## src/rtl/eirq_pkg.sv

```systemverilog
package eirq_pkg;
  // register offsets
  localparam int OFS_CARD_MODE = 'h01;
  localparam int OFS_IRQ_EN    = 'h03;
  localparam int OFS_STATUS    = 'h04;
  localparam int OFS_EVT_EN    = 'h05;
  localparam int OFS_DELAY     = 'h19;

  // number of latched engine events: index 0 = buffer end, 1 = terminal count
  localparam int NUM_EVT = 2;

  // bit positions
  localparam int BIT_CHIP     = 0;  // status / irq enable: controller request
  localparam int BIT_SUMMARY  = 1;  // status: host interrupt asserted
  localparam int BIT_EVT_BASE = 4;  // first engine event bit
  localparam int BIT_GIE      = 5;  // card mode: global interrupt enable
  localparam int BIT_SYSCTL   = 3;  // card mode: system-controller select
  localparam int BIT_ACTCTL   = 1;  // card mode: active-controller (read only)

  function automatic int evt_bit(input int idx);
    return BIT_EVT_BASE + idx;
  endfunction
endpackage

```

## src/rtl/eirq_cfg_regs.sv

```systemverilog
module eirq_cfg_regs
  import eirq_pkg::*;
#(
  parameter int ADDR_W = 5,
  parameter int DATA_W = 8,
  parameter int DLY_W  = 8
) (
  input  logic               clk,
  input  logic               rst,
  input  logic               wr,
  input  logic [ADDR_W-1:0]  addr,
  input  logic [DATA_W-1:0]  wdata,
  output logic               gie,
  output logic               sysctl,
  output logic               ie_chip,
  output logic [NUM_EVT-1:0] ie_evt,
  output logic [NUM_EVT-1:0] ee_evt,
  output logic [DLY_W-1:0]   dly
);
  logic hit_cm, hit_ie, hit_ee, hit_dly;
  logic [DLY_W-1:0] dly_next;

  assign hit_cm  = wr && (addr == ADDR_W'(OFS_CARD_MODE));
  assign hit_ie  = wr && (addr == ADDR_W'(OFS_IRQ_EN));
  assign hit_ee  = wr && (addr == ADDR_W'(OFS_EVT_EN));
  assign hit_dly = wr && (addr == ADDR_W'(OFS_DELAY));

  // delay register narrower than the bus saturates; otherwise zero-extends
  generate
    if (DLY_W >= DATA_W) begin : g_dly_wide
      assign dly_next = DLY_W'(wdata);
    end else begin : g_dly_sat
      assign dly_next = (|wdata[DATA_W-1:DLY_W]) ? {DLY_W{1'b1}}
                                                 : wdata[DLY_W-1:0];
    end
  endgenerate

  always_ff @(posedge clk) begin
    if (rst) begin
      gie    <= 1'b0;
      sysctl <= 1'b0;
    end else if (hit_cm) begin
      gie    <= wdata[BIT_GIE];
      sysctl <= wdata[BIT_SYSCTL];
    end
  end

  always_ff @(posedge clk) begin
    if (rst) ie_chip <= 1'b0;
    else if (hit_ie) ie_chip <= wdata[BIT_CHIP];
  end

  genvar gi;
  generate
    for (gi = 0; gi < NUM_EVT; gi++) begin : g_en
      always_ff @(posedge clk) begin
        if (rst) begin
          ie_evt[gi] <= 1'b0;
          ee_evt[gi] <= 1'b0;
        end else begin
          if (hit_ie) ie_evt[gi] <= wdata[evt_bit(gi)];
          if (hit_ee) ee_evt[gi] <= wdata[evt_bit(gi)];
        end
      end
    end
  endgenerate

  always_ff @(posedge clk) begin
    if (rst) dly <= '0;
    else if (hit_dly) dly <= dly_next;
  end
endmodule

```

## src/rtl/eirq_evt_latch.sv

```systemverilog
module eirq_evt_latch (
  input  logic clk,
  input  logic rst,
  input  logic pulse,
  input  logic arm,
  input  logic clr,
  output logic q
);
  // an armed pulse outranks a clear in the same cycle
  always_ff @(posedge clk) begin
    if (rst)               q <= 1'b0;
    else if (pulse && arm) q <= 1'b1;
    else if (clr)          q <= 1'b0;
  end
endmodule

```

## src/rtl/eirq_summary.sv

```systemverilog
module eirq_summary #(
  parameter int NUM_EVT = 2
) (
  input  logic               clk,
  input  logic               rst,
  input  logic               gie,
  input  logic               chip_irq,
  input  logic               ie_chip,
  input  logic [NUM_EVT-1:0] evt_q,
  input  logic [NUM_EVT-1:0] ie_evt,
  output logic               irq_q
);
  logic any_src;
  assign any_src = (chip_irq && ie_chip) || (|(evt_q & ie_evt));

  always_ff @(posedge clk) begin
    if (rst) irq_q <= 1'b0;
    else     irq_q <= gie && any_src;
  end
endmodule

```

## src/rtl/evt_irq_regs.sv

```systemverilog
module evt_irq_regs
  import eirq_pkg::*;
#(
  parameter int ADDR_W = 5,
  parameter int DATA_W = 8,
  parameter int DLY_W  = 8
) (
  input  logic              clk,
  input  logic              rst,
  input  logic              reg_wr,
  input  logic [ADDR_W-1:0] reg_addr,
  input  logic [DATA_W-1:0] reg_wdata,
  output logic [DATA_W-1:0] reg_rdata,
  input  logic              chip_irq,
  input  logic              bufend_pulse,
  input  logic              tcount_pulse,
  input  logic              active_ctrl_in,
  output logic              host_irq,
  output logic              sys_ctrl_sel,
  output logic [DLY_W-1:0]  bus_delay
);
  logic               cm_gie;
  logic               ie_chip;
  logic [NUM_EVT-1:0] ie_evt;
  logic [NUM_EVT-1:0] ee_evt;
  logic [NUM_EVT-1:0] evt_pulse;
  logic [NUM_EVT-1:0] evt_q;
  logic               st_wr;
  logic [DATA_W-1:0]  rd_next;

  assign evt_pulse = {tcount_pulse, bufend_pulse};
  assign st_wr     = reg_wr && (reg_addr == ADDR_W'(OFS_STATUS));

  eirq_cfg_regs #(
    .ADDR_W(ADDR_W), .DATA_W(DATA_W), .DLY_W(DLY_W)
  ) u_cfg (
    .clk(clk), .rst(rst), .wr(reg_wr), .addr(reg_addr), .wdata(reg_wdata),
    .gie(cm_gie), .sysctl(sys_ctrl_sel), .ie_chip(ie_chip),
    .ie_evt(ie_evt), .ee_evt(ee_evt), .dly(bus_delay)
  );

  genvar gi;
  generate
    for (gi = 0; gi < NUM_EVT; gi++) begin : g_evt
      eirq_evt_latch u_lat (
        .clk(clk), .rst(rst), .pulse(evt_pulse[gi]), .arm(ee_evt[gi]),
        .clr(st_wr && reg_wdata[evt_bit(gi)]), .q(evt_q[gi])
      );
    end
  endgenerate

  eirq_summary #(.NUM_EVT(NUM_EVT)) u_sum (
    .clk(clk), .rst(rst), .gie(cm_gie), .chip_irq(chip_irq),
    .ie_chip(ie_chip), .evt_q(evt_q), .ie_evt(ie_evt), .irq_q(host_irq)
  );

  // read multiplexer, registered
  always_comb begin
    rd_next = '0;
    case (reg_addr)
      ADDR_W'(OFS_CARD_MODE): begin
        rd_next[BIT_GIE]    = cm_gie;
        rd_next[BIT_SYSCTL] = sys_ctrl_sel;
        rd_next[BIT_ACTCTL] = active_ctrl_in;
      end
      ADDR_W'(OFS_IRQ_EN): begin
        rd_next[BIT_CHIP] = ie_chip;
        for (int i = 0; i < NUM_EVT; i++) rd_next[evt_bit(i)] = ie_evt[i];
      end
      ADDR_W'(OFS_EVT_EN): begin
        for (int i = 0; i < NUM_EVT; i++) rd_next[evt_bit(i)] = ee_evt[i];
      end
      ADDR_W'(OFS_STATUS): begin
        rd_next[BIT_CHIP]    = chip_irq;
        rd_next[BIT_SUMMARY] = host_irq;
        for (int i = 0; i < NUM_EVT; i++) rd_next[evt_bit(i)] = evt_q[i];
      end
      default: rd_next = '0;
    endcase
  end

  always_ff @(posedge clk) begin
    if (rst) reg_rdata <= '0;
    else     reg_rdata <= rd_next;
  end
endmodule

```

## config.mk

```make
export PLATFORM = sky130hd
export DESIGN_NAME = evt_irq_regs
export DESIGN_NICKNAME = d
export VERILOG_FILES = /design/src/rtl/eirq_pkg.sv /design/src/rtl/eirq_cfg_regs.sv /design/src/rtl/eirq_evt_latch.sv /design/src/rtl/eirq_summary.sv /design/src/rtl/evt_irq_regs.sv
export SDC_FILE = /design/constraint.sdc
export NUM_CORES = 1
export LEC_CHECK = 0
export BUFFER_PORTS_ARGS = -buffer_cell sky130_fd_sc_hd__buf_2
export CORE_ASPECT_RATIO = 1.2
export CORE_MARGIN = 1
export CORE_UTILIZATION = 30
export CTS_CLUSTER_SIZE = 12
export DETAILED_ROUTE_END_ITERATION = 7
export GPL_ROUTABILITY_DRIVEN = 0
export PLACE_DENSITY = 0.65
export SLEW_MARGIN = 20
export SYNTH_ARGS = -nofsm -noshare
export SYNTH_HDL_FRONTEND = slang
export SYNTH_SLANG_ARGS = --single-unit
```

## constraint.sdc

```tcl
create_clock -name clk -period 1.7 [get_ports clk]
set_input_delay 0.425 -clock clk [delete_from_list [all_inputs] [get_ports clk]]
set_output_delay 0.425 -clock clk [all_outputs]
set_load 0.05 [all_outputs]
```

Word-level counts from Yosys, hierarchy flattened
Cells that the tools add are included.

storage, ports and cells
  flip-flop bits (word level) = 26
  input port bits = 20
  output and inout port bits = 18
  word-level logic and storage cells = 45

operators by class
  equal/unequal tests = 5
  multiplexer cells = 8
  bitwise gates (word level) = 2
  reduce and logical (&&, ||, !) cells = 16

operators by type and width
  cell                  count
  $logic_and A1 B1 Y1   11
  $eq A5 B3 Y1 const B  2
  $eq A5 B1 Y1 const B  1
  $eq A5 B2 Y1 const B  1
  $eq A5 B5 Y1 const B  1
  $mux W1               4
  $pmux W1 S2           2
  $pmux W1 S4           1
  $reduce_bool A2 Y1    2
  $reduce_or A2 Y1      2
  $pmux W1 S3           1
  $and A2 B2 Y2         1
  $logic_or A1 B1 Y1    1
  $not A1 Y1            1

Depth between registers and ports, before layout
Gate-level depths: netlist (run 1).

  depth after elaboration = 5
  gate-level depth with buffers = 5
  depth with buffers taken out = 3

Hierarchy
From an unflattened synthesis (run 1), not the netlist that was laid out.

second synthesis, totals
  cell total of the unflattened synthesis = 109
  area, all modules = 1144.8 um^2

by module, submodules not included
  module          instances  cells each  area each (um^2)  sequential area each (um^2)
  eirq_cfg_regs   1          63          681.9             300.3
  evt_irq_regs    1          35          347.8             100.1
  eirq_evt_latch  2          4           38.8              20.0
  eirq_summary    1          3           37.5              20.0

Worst setup path after synthesis (run 1)
Ideal clock, no wire load.

  path kind = in2reg
  start point = in reg_addr[1]
  end point = reg u_cfg.sysctl
  library setup time = 132 ps
  arrival = 1302 ps
  data required time = 1568 ps
  setup slack = 266 ps
  stages on the path = 5
  path buffers = 2
  path through = buf_2 > or3b_1 > buf_2 > o21ai_1 > a21oi_1

on the way
  word-level cells in the longest chain between the ends = 2

ends and longest elaborated chain
  what                  line                 text
  from (decl)           evt_irq_regs.sv:11   input logic [ADDR_W-1:0] reg_addr,
  $eq A5 B1 Y1          eirq_cfg_regs.sv:23  assign hit_cm = wr && (addr == ADDR_W'(OFS_CARD_MODE));
  $logic_and A1 B1 Y1   eirq_cfg_regs.sv:23
  to (signal assigned)  eirq_cfg_regs.sv:44  sysctl <= wdata[BIT_SYSCTL];
  to (decl)             eirq_cfg_regs.sv:14  output logic sysctl,

Every way passes these cells.
A chain may end at the register's enable or synchronous reset.

Worst setup path in the final report (run 1)
  start point = reg u_cfg.sysctl
  end point = out sys_ctrl_sel

RTL lines
  what       line                text
  to (decl)  evt_irq_regs.sv:19  output logic sys_ctrl_sel,

No word-level cell between the ends.

==> flow_summary.json, run 1 <==
{
  "status": "finished, final reports clean",
  "vdd_ir_drop_max_mv": 0.386,
  "netlist_instances": 123,
  "area_delta_synth_final_pct": 23.3,
  "wl_um": 2730,
  "synth_ff_type": "dfxtp_1",
  "netlist_top_cells_count": "dfxtp_1, a21oi_1, nand3_1",
  "clock-sinks": 23,
  "wl_per_cell_um": 14.1,
  "dr_wl_met3_um": 121,
  "chipHeight_um": 67.5,
  "diodes": 0,
  "seq_area_frac_synth_pct": 42.9,
  "p_leak_nw": 0.516,
  "rr_startpoint": "g_evt[0].u_lat.q",
  "antenna_found_initial": 0,
  "tns_ps": 0,
  "fin_area_um2": 1320,
  "finalSetupViolations": 0,
  "hold_path.class": "in -> reg",
  "ys_ff_latch": 23,
  "io_buffers": 34,
  "critPathTopFamily": "flip-flops",
  "synth_top_area_share_pct": 42.9,
  "ant_nets": 0,
  "postCtsResizedCells": 0,
  "critical_path.cell_chain": "buf_2",
  "reg2regPathDepth": 2,
  "synth_top_cell_by_area": "dfxtp_1",
  "drive_gt1_share_pct": 33.1,
  "cpPeakStageDelay_ps": 360,
  "synth_area_leaders": "dfxtp_1, a21oi_1, nand3_1, o21ai_1, nand4_1",
  "grt_setup_unrepaired": "no",
  "clock_latency_ps": 260,
  "critical_path_class": "reg -> out",
  "drt_first_iter_violations": 24,
  "tritoncts": "done",
  "yosys_warnings": 0,
  "track_usage_pct": 15.7,
  "cp.required_ps": 1270,
  "synthArstFlopShare_pct": 0,
  "crit_fanout": 3,
  "htree_levels": 1,
  "grt_pass1_vias": 1083,
  "core_um2": 3370,
  "met2_wirelength_um": 1370,
  "synth_edf_count": 0,
  "min_period_ps": 1320,
  "num_rows": 23,
  "worstSetupStartpoint": "u_cfg.sysctl",
  "die_area_um2": 3820,
  "skew_ps": 1.29,
  "num_io_pins": 38,
  "syn-cell-area_um2": 1070,
  "cap_viol_max_count": 0,
  "dr.pass1.iters": 4,
  "cp_data_arrival_time_ps": 890,
  "path_clk_slew_ps": 80,
  "gr-total-overflow": 0,
  "cts.path.max_buffers": 2,
  "cellPowerDensity_nw_per_um2": 764,
  "worstSetupStartpointType": "register",
  "nets": 178,
  "cts_root_buffer": "clkbuf_8",
  "n_fill_cell": 351,
  "r2r_slack_ps": 830,
  "postCtsSetupBuffers": 0,
  "dpl_cell_area_um2": 1280,
  "synth_area_per_cell_um2": 8.73,
  "drc": 0,
  "start_util_pct": 31.9,
  "grt_max_degree": 23,
  "cp-end-kind": "output port",
  "vias_per_cell": 5.35,
  "finalCritPeriodShare_pct": 77.6,
  "cp.depth": 1,
  "hold_viol_final": 0,
  "dp_slack_ps": 152,
  "crit_buf_inv": 1,
  "maxUsedRoutingLayer": "met4",
  "synth_cell_type_count": 33,
  "via_count": 1037,
  "layout_setup_ws_ps": 380,
  "slowest_stage": "dfxtp_1",
  "reg2reg_to": "u_sum.irq_q",
  "dp_hpwl_um": 2080,
  "grt_first_pass_wirelength_um": 4760,
  "crit_end": "sys_ctrl_sel",
  "finalPower_w": 0.00101,
  "wirelength_met1_um": 1220,
  "die_w_um": 56.6,
  "max_freq_ghz": 0.758,
  "fin_hold_ws_ps": 412,
  "ctsHoldBuffers": 0,
  "slew_violations": 0,
  "yosysMostFrequentCell": "dfxtp_1",
  "cts_made_buffers": 3
}
==> worst min-delay path by stage <==
stage / start / endpoint / cells past startpoint
detailed placement: u_cfg.dly[7] / u_cfg.dly[7] / 2
global route: reg_wdata[2] / u_cfg.dly[2] / 3
global placement: u_cfg.dly[7] / u_cfg.dly[7] / 2
CTS: reg_wdata[7] / u_cfg.dly[7] / 3
finish: reg_wdata[7] / u_cfg.dly[7] / 3
floorplan: u_cfg.ie_chip / reg_rdata[0] / 2
==> state kept, by name, indices dropped and copies added (netlist names), 2 cells and up <==
signal / cells
u_cfg.dly: 8
reg_rdata: 5
g_evt.u_lat.q: 2
u_cfg.ee_evt: 2
u_cfg.ie_evt: 2
==> layout by cell type, fill, tap and decap left out, drive strengths merged <==
master / Yosys / final
buf: 7 / 41
dfxtp: 23 / 23
nand3: 17 / 17
a21oi: 17 / 17
o21ai: 15 / 15
nand4: 7 / 7
nand2b: 4 / 4
nor2b: 3 / 3
conb: 1 / 3
clkbuf: 6 / 3
a31oi: 2 / 2
nand2: 2 / 2
a311oi: 2 / 2
mux2i: 2 / 2
nor3b: 2 / 2
and3: 2 / 2
or3b: 2 / 2
nor2: 1 / 1
mux2: 1 / 1
nor4: 1 / 1
nor3: 1 / 1
nor4b: 1 / 1
a222oi: 1 / 1
and4: 1 / 1
and3b: 1 / 1
nand3b: 1 / 1
clkinv: 0 / 1
==> metrics by stage <==
step | util (%) | cells
after floorplan | - | 125
after global placement | 37.9 | 190
after detailed placement | 37.9 | 190
after CTS | 39.3 | 194
after global routing | 39.3 | 194
final | 39.3 | 194
==> metal layers <==
layer  vias up  global-route usage, %
met5         -                      0
met4         0                   4.88
met3         4                   3.26
met2        29                   29.1
met1       484                   17.9
li1        520                      -
==> cell type report <==
type | instances | area, µm² | area share (%)
multi-input cells | 89 | 548 | 41.4
flip-flops and latches | 23 | 460 | 34.8
repair buffers | 41 | 223 | 16.8
well taps | 37 | 46.3 | 3.50
clock buffers | 3 | 41.3 | 3.12
clock inverters | 1 | 5.00 | 0.378
==> power breakdown <==
| part | leakage, nW | internal (W) | switching (W) | total, W |
|---|---|---|---|---|
| clock network | 0.0255 | 0.000163 | 0.000177 | 0.000341 |
| logic | 0.305 | 0.0000433 | 0.0000842 | 0.000128 |
| registers | 0.185 | 0.000541 | 0.00000194 | 0.000543 |
==> cells by family (layout without fill, tap and decap cells) <==
logic type | after synthesis | in the layout | synth area share (%)
and+or+nand+nor | 46 | 46 | 28.4
other | 1 | 3 | 0.349
buffers and inverters | 13 | 45 | 6.76
muxes | 3 | 3 | 2.91
AOI/OAI and AO/OA | 37 | 37 | 18.6
DFF | 23 | 23 | 42.9
Note: power is estimated with default switching activity, not from simulation.
==> run 2, diff against run 1 <==
--- a/config.mk
+++ b/config.mk
@@ -12,7 +12,7 @@
 export CTS_CLUSTER_SIZE = 12
 export DETAILED_ROUTE_END_ITERATION = 7
 export GPL_ROUTABILITY_DRIVEN = 0
-export PLACE_DENSITY = 0.65
+export PLACE_DENSITY = 0.67
 export SLEW_MARGIN = 20
 export SYNTH_ARGS = -nofsm -noshare
 export SYNTH_HDL_FRONTEND = slang
==> constraint.sdc (replaced) <==
create_clock -name clk -period 1.1 [get_ports clk]
set_input_delay 0.275 -clock clk [delete_from_list [all_inputs] [get_ports clk]]
set_output_delay 0.275 -clock clk [all_outputs]
set_load 0.05 [all_outputs]
==> run 2 against run 1 <==
Cell area rose by 11%. Clock skew is essentially flat. Via count increased by 5.9%. Utilization up 4.2 points. Worst setup slack got worse by 360 ps. Critical endpoint is now bus_delay[3]. Largest cell class unchanged.
==> flow_summary.json, run 2 (synthesis gave the netlist of run 1 again) <==
{
  "status": "finished, final reports clean",
  "drt_first_iter_violations": 19,
  "tritoncts": "done",
  "grt_pass1_vias": 1121,
  "via_count": 1098,
  "drc": 0,
  "cts_root_buffer": "clkbuf_8",
  "chipHeight_um": 67.5,
  "die_area_um2": 3820,
  "cts_made_buffers": 3,
  "cp.required_ps": 820,
  "htree_levels": 1,
  "hold_viol_final": 0,
  "top_regs": "u_cfg.dly (8), reg_rdata (5)",
  "p_leak_nw": 0.567,
  "clock_latency_ps": 260,
  "slowest_stage": "dfxtp_1",
  "track_usage_pct": 16.7,
  "dp_hpwl_um": 2180,
  "grt_setup_unrepaired": "no",
  "dp.cells": 199,
  "num_io_pins": 38,
  "multi_input_area_um2": 553,
  "area_delta_synth_final_pct": 36.6,
  "n_fill_cell": 339,
  "layout_commonest_cell": "buf_4",
  "ant_nets": 0,
  "finalSetupViolations": 0,
  "nets": 187,
  "cts.path.max_buffers": 2,
  "critical_path_class": "reg -> out",
  "critPathTopFamily": "flip-flops",
  "mostFrequentLayoutCells": "buf_4, dfxtp_1, buf_2",
  "cap_viol_max_count": 0,
  "path_clk_slew_ps": 80,
  "grt_first_pass_wirelength_um": 4930,
  "crit_fanout": 2,
  "crit_buf_inv": 1,
  "worstSetupStartpointType": "register",
  "min_period_ps": 1080,
  "cp_data_arrival_time_ps": 810,
  "cp-end-kind": "output port",
  "cpPeakStageDelay_ps": 340,
  "skew_ps": 0.790,
  "drive_gt1_share_pct": 38.6,
  "core_um2": 3370,
  "start_util_pct": 31.9,
  "critical_path.cell_chain": "buf_4",
  "antenna_found_initial": 0,
  "cellPowerDensity_nw_per_um2": 1080,
  "num_rows": 23,
  "largest_register_ffs": 8,
  "fin_cells": 203,
  "grt_max_degree": 23,
  "vias_per_cell": 5.41,
  "largest-register": "u_cfg.dly",
  "clock-sinks": 23,
  "ctsHoldBuffers": 0,
  "io_buffers": 34,
  "die_w_um": 56.6,
  "dr.pass1.iters": 4,
  "vdd_ir_drop_max_mv": 0.610,
  "regArea_um2": 463,
  "hold_path.class": "in -> reg",
  "max_freq_ghz": 0.923,
  "diodes": 0,
  "wl_per_cell_um": 14.2,
  "fin_hold_ws_ps": 263,
  "r2r_slack_ps": 190,
  "slew_violations": 0,
  "finalCritPeriodShare_pct": 98.5,
  "gr-total-overflow": 0,
  "wl_um": 2880
}
[run 2: layout make-up]
type / instances / share of cell area, %
clock buffer: 3 / 2.82
clock inverter: 1 / 0.341
multi-input combinational: 89 / 37.7
sequential: 23 / 31.6
tap: 37 / 3.16
timing repair buffer: 50 / 24.4
[run 2: repair_timing]
action | in CTS | in global routing
setup endpoints to repair | 15 | 11
setup buffers | 0 | 0
resized for setup | 16 | 10
[run 2: final timing paths]
check              startpoint            to  depth (start not counted)
min reg2reg      u_cfg.dly[5]  u_cfg.dly[5]                          2
max reg2reg  g_evt[0].u_lat.q   u_sum.irq_q                          2
min            active_ctrl_in  reg_rdata[1]                          3
max              u_cfg.dly[3]  bus_delay[3]                          1
[run 2: metrics by stage]
| stage | total power, W | cell area, µm² | worst slack (ps) | utilization, % | TNS, ps |
|---|---|---|---|---|---|
| 5_1_grt | 0.00165 | 1470 | 1.84 | 43.6 | 0 |
| 4_1_cts | 0.00160 | 1430 | 1.71 | 42.5 | 0 |
| 3_5_place_dp | 0.00107 | 1350 | -256 | 39.9 | -3870 |
| 6_report | 0.00158 | 1470 | 16.0 | 43.6 | 0 |
| 3_3_place_gp | 0.00107 | 1350 | -232 | 39.9 | -3650 |
| 2_1_floorplan | 0.000990 | 1110 | -129 | - | -1190 |
[run 2: per-layer routing]
metal / share of wire (%) / routed length, µm / track usage, %
met5: 0 / 0 / 0
met4: 2.4 / 69 / 10.4
met3: 5.0 / 144 / 2.68
met2: 53 / 1530 / 30.1
met1: 40 / 1140 / 18.4
[run 2: power breakdown]
part           switching (W)  internal, W  leakage, nW  total, W
Combinational       0.000134    0.0000880        0.355  0.000222
Sequential        0.00000355     0.000836        0.186  0.000840
Clock               0.000268     0.000253       0.0255  0.000521
Total               0.000406      0.00118        0.567   0.00158
==> run 3, diff against run 2 <==
--- a/config.mk
+++ b/config.mk
@@ -12,7 +12,7 @@
 export CTS_CLUSTER_SIZE = 12
 export DETAILED_ROUTE_END_ITERATION = 7
 export GPL_ROUTABILITY_DRIVEN = 0
-export PLACE_DENSITY = 0.67
+export PLACE_DENSITY = 0.65
 export SLEW_MARGIN = 20
 export SYNTH_ARGS = -nofsm -noshare
 export SYNTH_HDL_FRONTEND = slang
==> constraint.sdc (replaced) <==
create_clock -name clk -period 1.2 [get_ports clk]
set_input_delay 0.3 -clock clk [delete_from_list [all_inputs] [get_ports clk]]
set_output_delay 0.3 -clock clk [all_outputs]
set_load 0.05 [all_outputs]
==> run 3 against run 2 <==
Sequential share of layout area is 1.2 points higher. Utilization is 1.9 points lower. Global-route usage is 0.77 points lower. Die area is the same. Clock power decreased by 8.3%. Critical path depth stayed put. Flip-flop and latch count stayed put.
==> flow_summary.json, run 3 (synthesis gave the netlist of run 1 again) <==
{
  "status": "finished, final reports clean",
  "p_seq_share_pct": 53.0,
  "via_count": 1058,
  "htree_levels": 1,
  "rr_startpoint": "g_evt[0].u_lat.q",
  "core_um2": 3370,
  "slew_violations": 0,
  "cp_data_arrival_time_ps": 860,
  "die_area_um2": 3820,
  "cp.required_ps": 900,
  "vias_per_cell": 5.21,
  "clock_latency_ps": 260,
  "clock-sinks": 23,
  "top_regs": "u_cfg.dly (8), reg_rdata (5)",
  "largest-register": "u_cfg.dly",
  "postCtsResizedCells": 1,
  "layout_setup_ws_ps": 36.7,
  "critPathTopFamily": "flip-flops",
  "dp_hpwl_um": 2100,
  "skew_ps": 1.13,
  "crit_buf_inv": 1,
  "largest_register_ffs": 8,
  "finalCritPeriodShare_pct": 96.9,
  "path_clk_slew_ps": 80,
  "ctsHoldBuffers": 0,
  "critical_path_class": "reg -> out",
  "ant_nets": 0,
  "switching_share_pct": 25.8,
  "tns_ps": 0,
  "die_w_um": 56.6,
  "worstSetupStartpointType": "register",
  "switchingPower_w": 0.000375,
  "start_util_pct": 31.9,
  "layout_commonest_cell": "buf_2",
  "hold_viol_final": 0,
  "hold-path-cell-count": 3,
  "grt_max_degree": 23,
  "reg2reg_to": "u_sum.irq_q",
  "drt_first_iter_violations": 36,
  "grt_setup_unrepaired": "no",
  "nets": 187,
  "cts.path.max_buffers": 2,
  "regArea_um2": 460,
  "finish.utilization_pct": 41.7,
  "io_buffers": 34,
  "slowest_stage": "dfxtp_1",
  "grt_first_pass_wirelength_um": 4860,
  "vdd_ir_drop_max_mv": 0.664,
  "antenna_found_initial": 0,
  "wl_per_cell_um": 13.9,
  "finalSetupViolations": 0,
  "multi_input_area_um2": 553,
  "min_period_ps": 1160,
  "dp_slack_ps": -157,
  "track_usage_pct": 15.9,
  "cap_viol_max_count": 0,
  "comb_power_share_pct": 14.1,
  "cts_root_buffer": "clkbuf_8",
  "cts_made_buffers": 3,
  "mostFrequentLayoutCells": "buf_2, dfxtp_1, nand3_1, a21oi_1, buf_4",
  "diodes": 0,
  "p_leak_nw": 0.560,
  "num_rows": 23,
  "dr.pass1.iters": 4,
  "power.internal_w": 0.00108,
  "hold_end": "u_cfg.dly[2]",
  "chipHeight_um": 67.5,
  "max_freq_ghz": 0.860,
  "hold_path.class": "in -> reg",
  "gr-total-overflow": 0,
  "area_delta_synth_final_pct": 30.8,
  "n_fill_cell": 344,
  "cpPeakStageDelay_ps": 340,
  "p_clk_share_pct": 32.9,
  "crit_fanout": 2,
  "drc": 0,
  "postCtsSetupBuffers": 0,
  "num_io_pins": 38,
  "grt_pass1_vias": 1060,
  "wl_um": 2810,
  "critical_path.cell_chain": "buf_2",
  "drive_gt1_share_pct": 37.3,
  "min_from": "reg_wdata[2]",
  "cp-end-kind": "output port",
  "worstSetupStartpoint": "u_cfg.dly[7]",
  "reg2regPathDepth": 2,
  "cellPowerDensity_nw_per_um2": 1030,
  "r2r_slack_ps": 320,
  "tritoncts": "done"
}
-- run 3: metrics by stage --
| stage | power (W) | hold WS, ps | instances | cell area, µm² |
|---|---|---|---|---|
| floorplan | 0.000908 | 416 | 125 | 1110 |
| global placement | 0.000984 | 465 | 199 | 1350 |
| detailed placement | 0.000987 | 469 | 199 | 1350 |
| CTS | 0.00147 | 283 | 203 | 1390 |
| global route | 0.00152 | 296 | 203 | 1400 |
| finish | 0.00145 | 288 | 203 | 1400 |
-- run 3: worst max-delay path by stage --
stage / endpoint / slack [ps] / depth (start not counted)
floorplan: g_evt[0].u_lat.q / -50 / 4
global placement: reg_rdata[5] / -150 / 5
detailed placement: g_evt[0].u_lat.q / -160 / 4
CTS: bus_delay[5] / 30 / 1
global route: bus_delay[5] / 1 / 1
finish: bus_delay[7] / 40 / 1
-- run 3: final cells by class --
| class | count | area share [%] |
|---|---|---|
| well taps | 37 | 3.30 |
| flip-flops and latches | 23 | 32.8 |
| repair buffers | 50 | 21.2 |
| multi-input cells | 89 | 39.4 |
| clock buffers | 3 | 2.94 |
| clock inverters | 1 | 0.357 |
-- run 3: layer usage --
metal,up-vias,share of wire [%],track usage [%]
met2,25,51,29.3
met5,-,0,0
met4,0,0,4.27
li1,536,-,-
met1,497,45,19.4
met3,0,3.8,2.30
-- run 3: power by group through the flow --
stage / clock, W / sequential [W] / combinational, W
after floorplan: 0 / 0.000796 / 0.000112
after global placement: 0 / 0.000787 / 0.000196
after detailed placement: 0 / 0.000787 / 0.000200
after CTS: 0.000497 / 0.000770 / 0.000201
after global routing: 0.000525 / 0.000770 / 0.000221
final: 0.000478 / 0.000769 / 0.000204
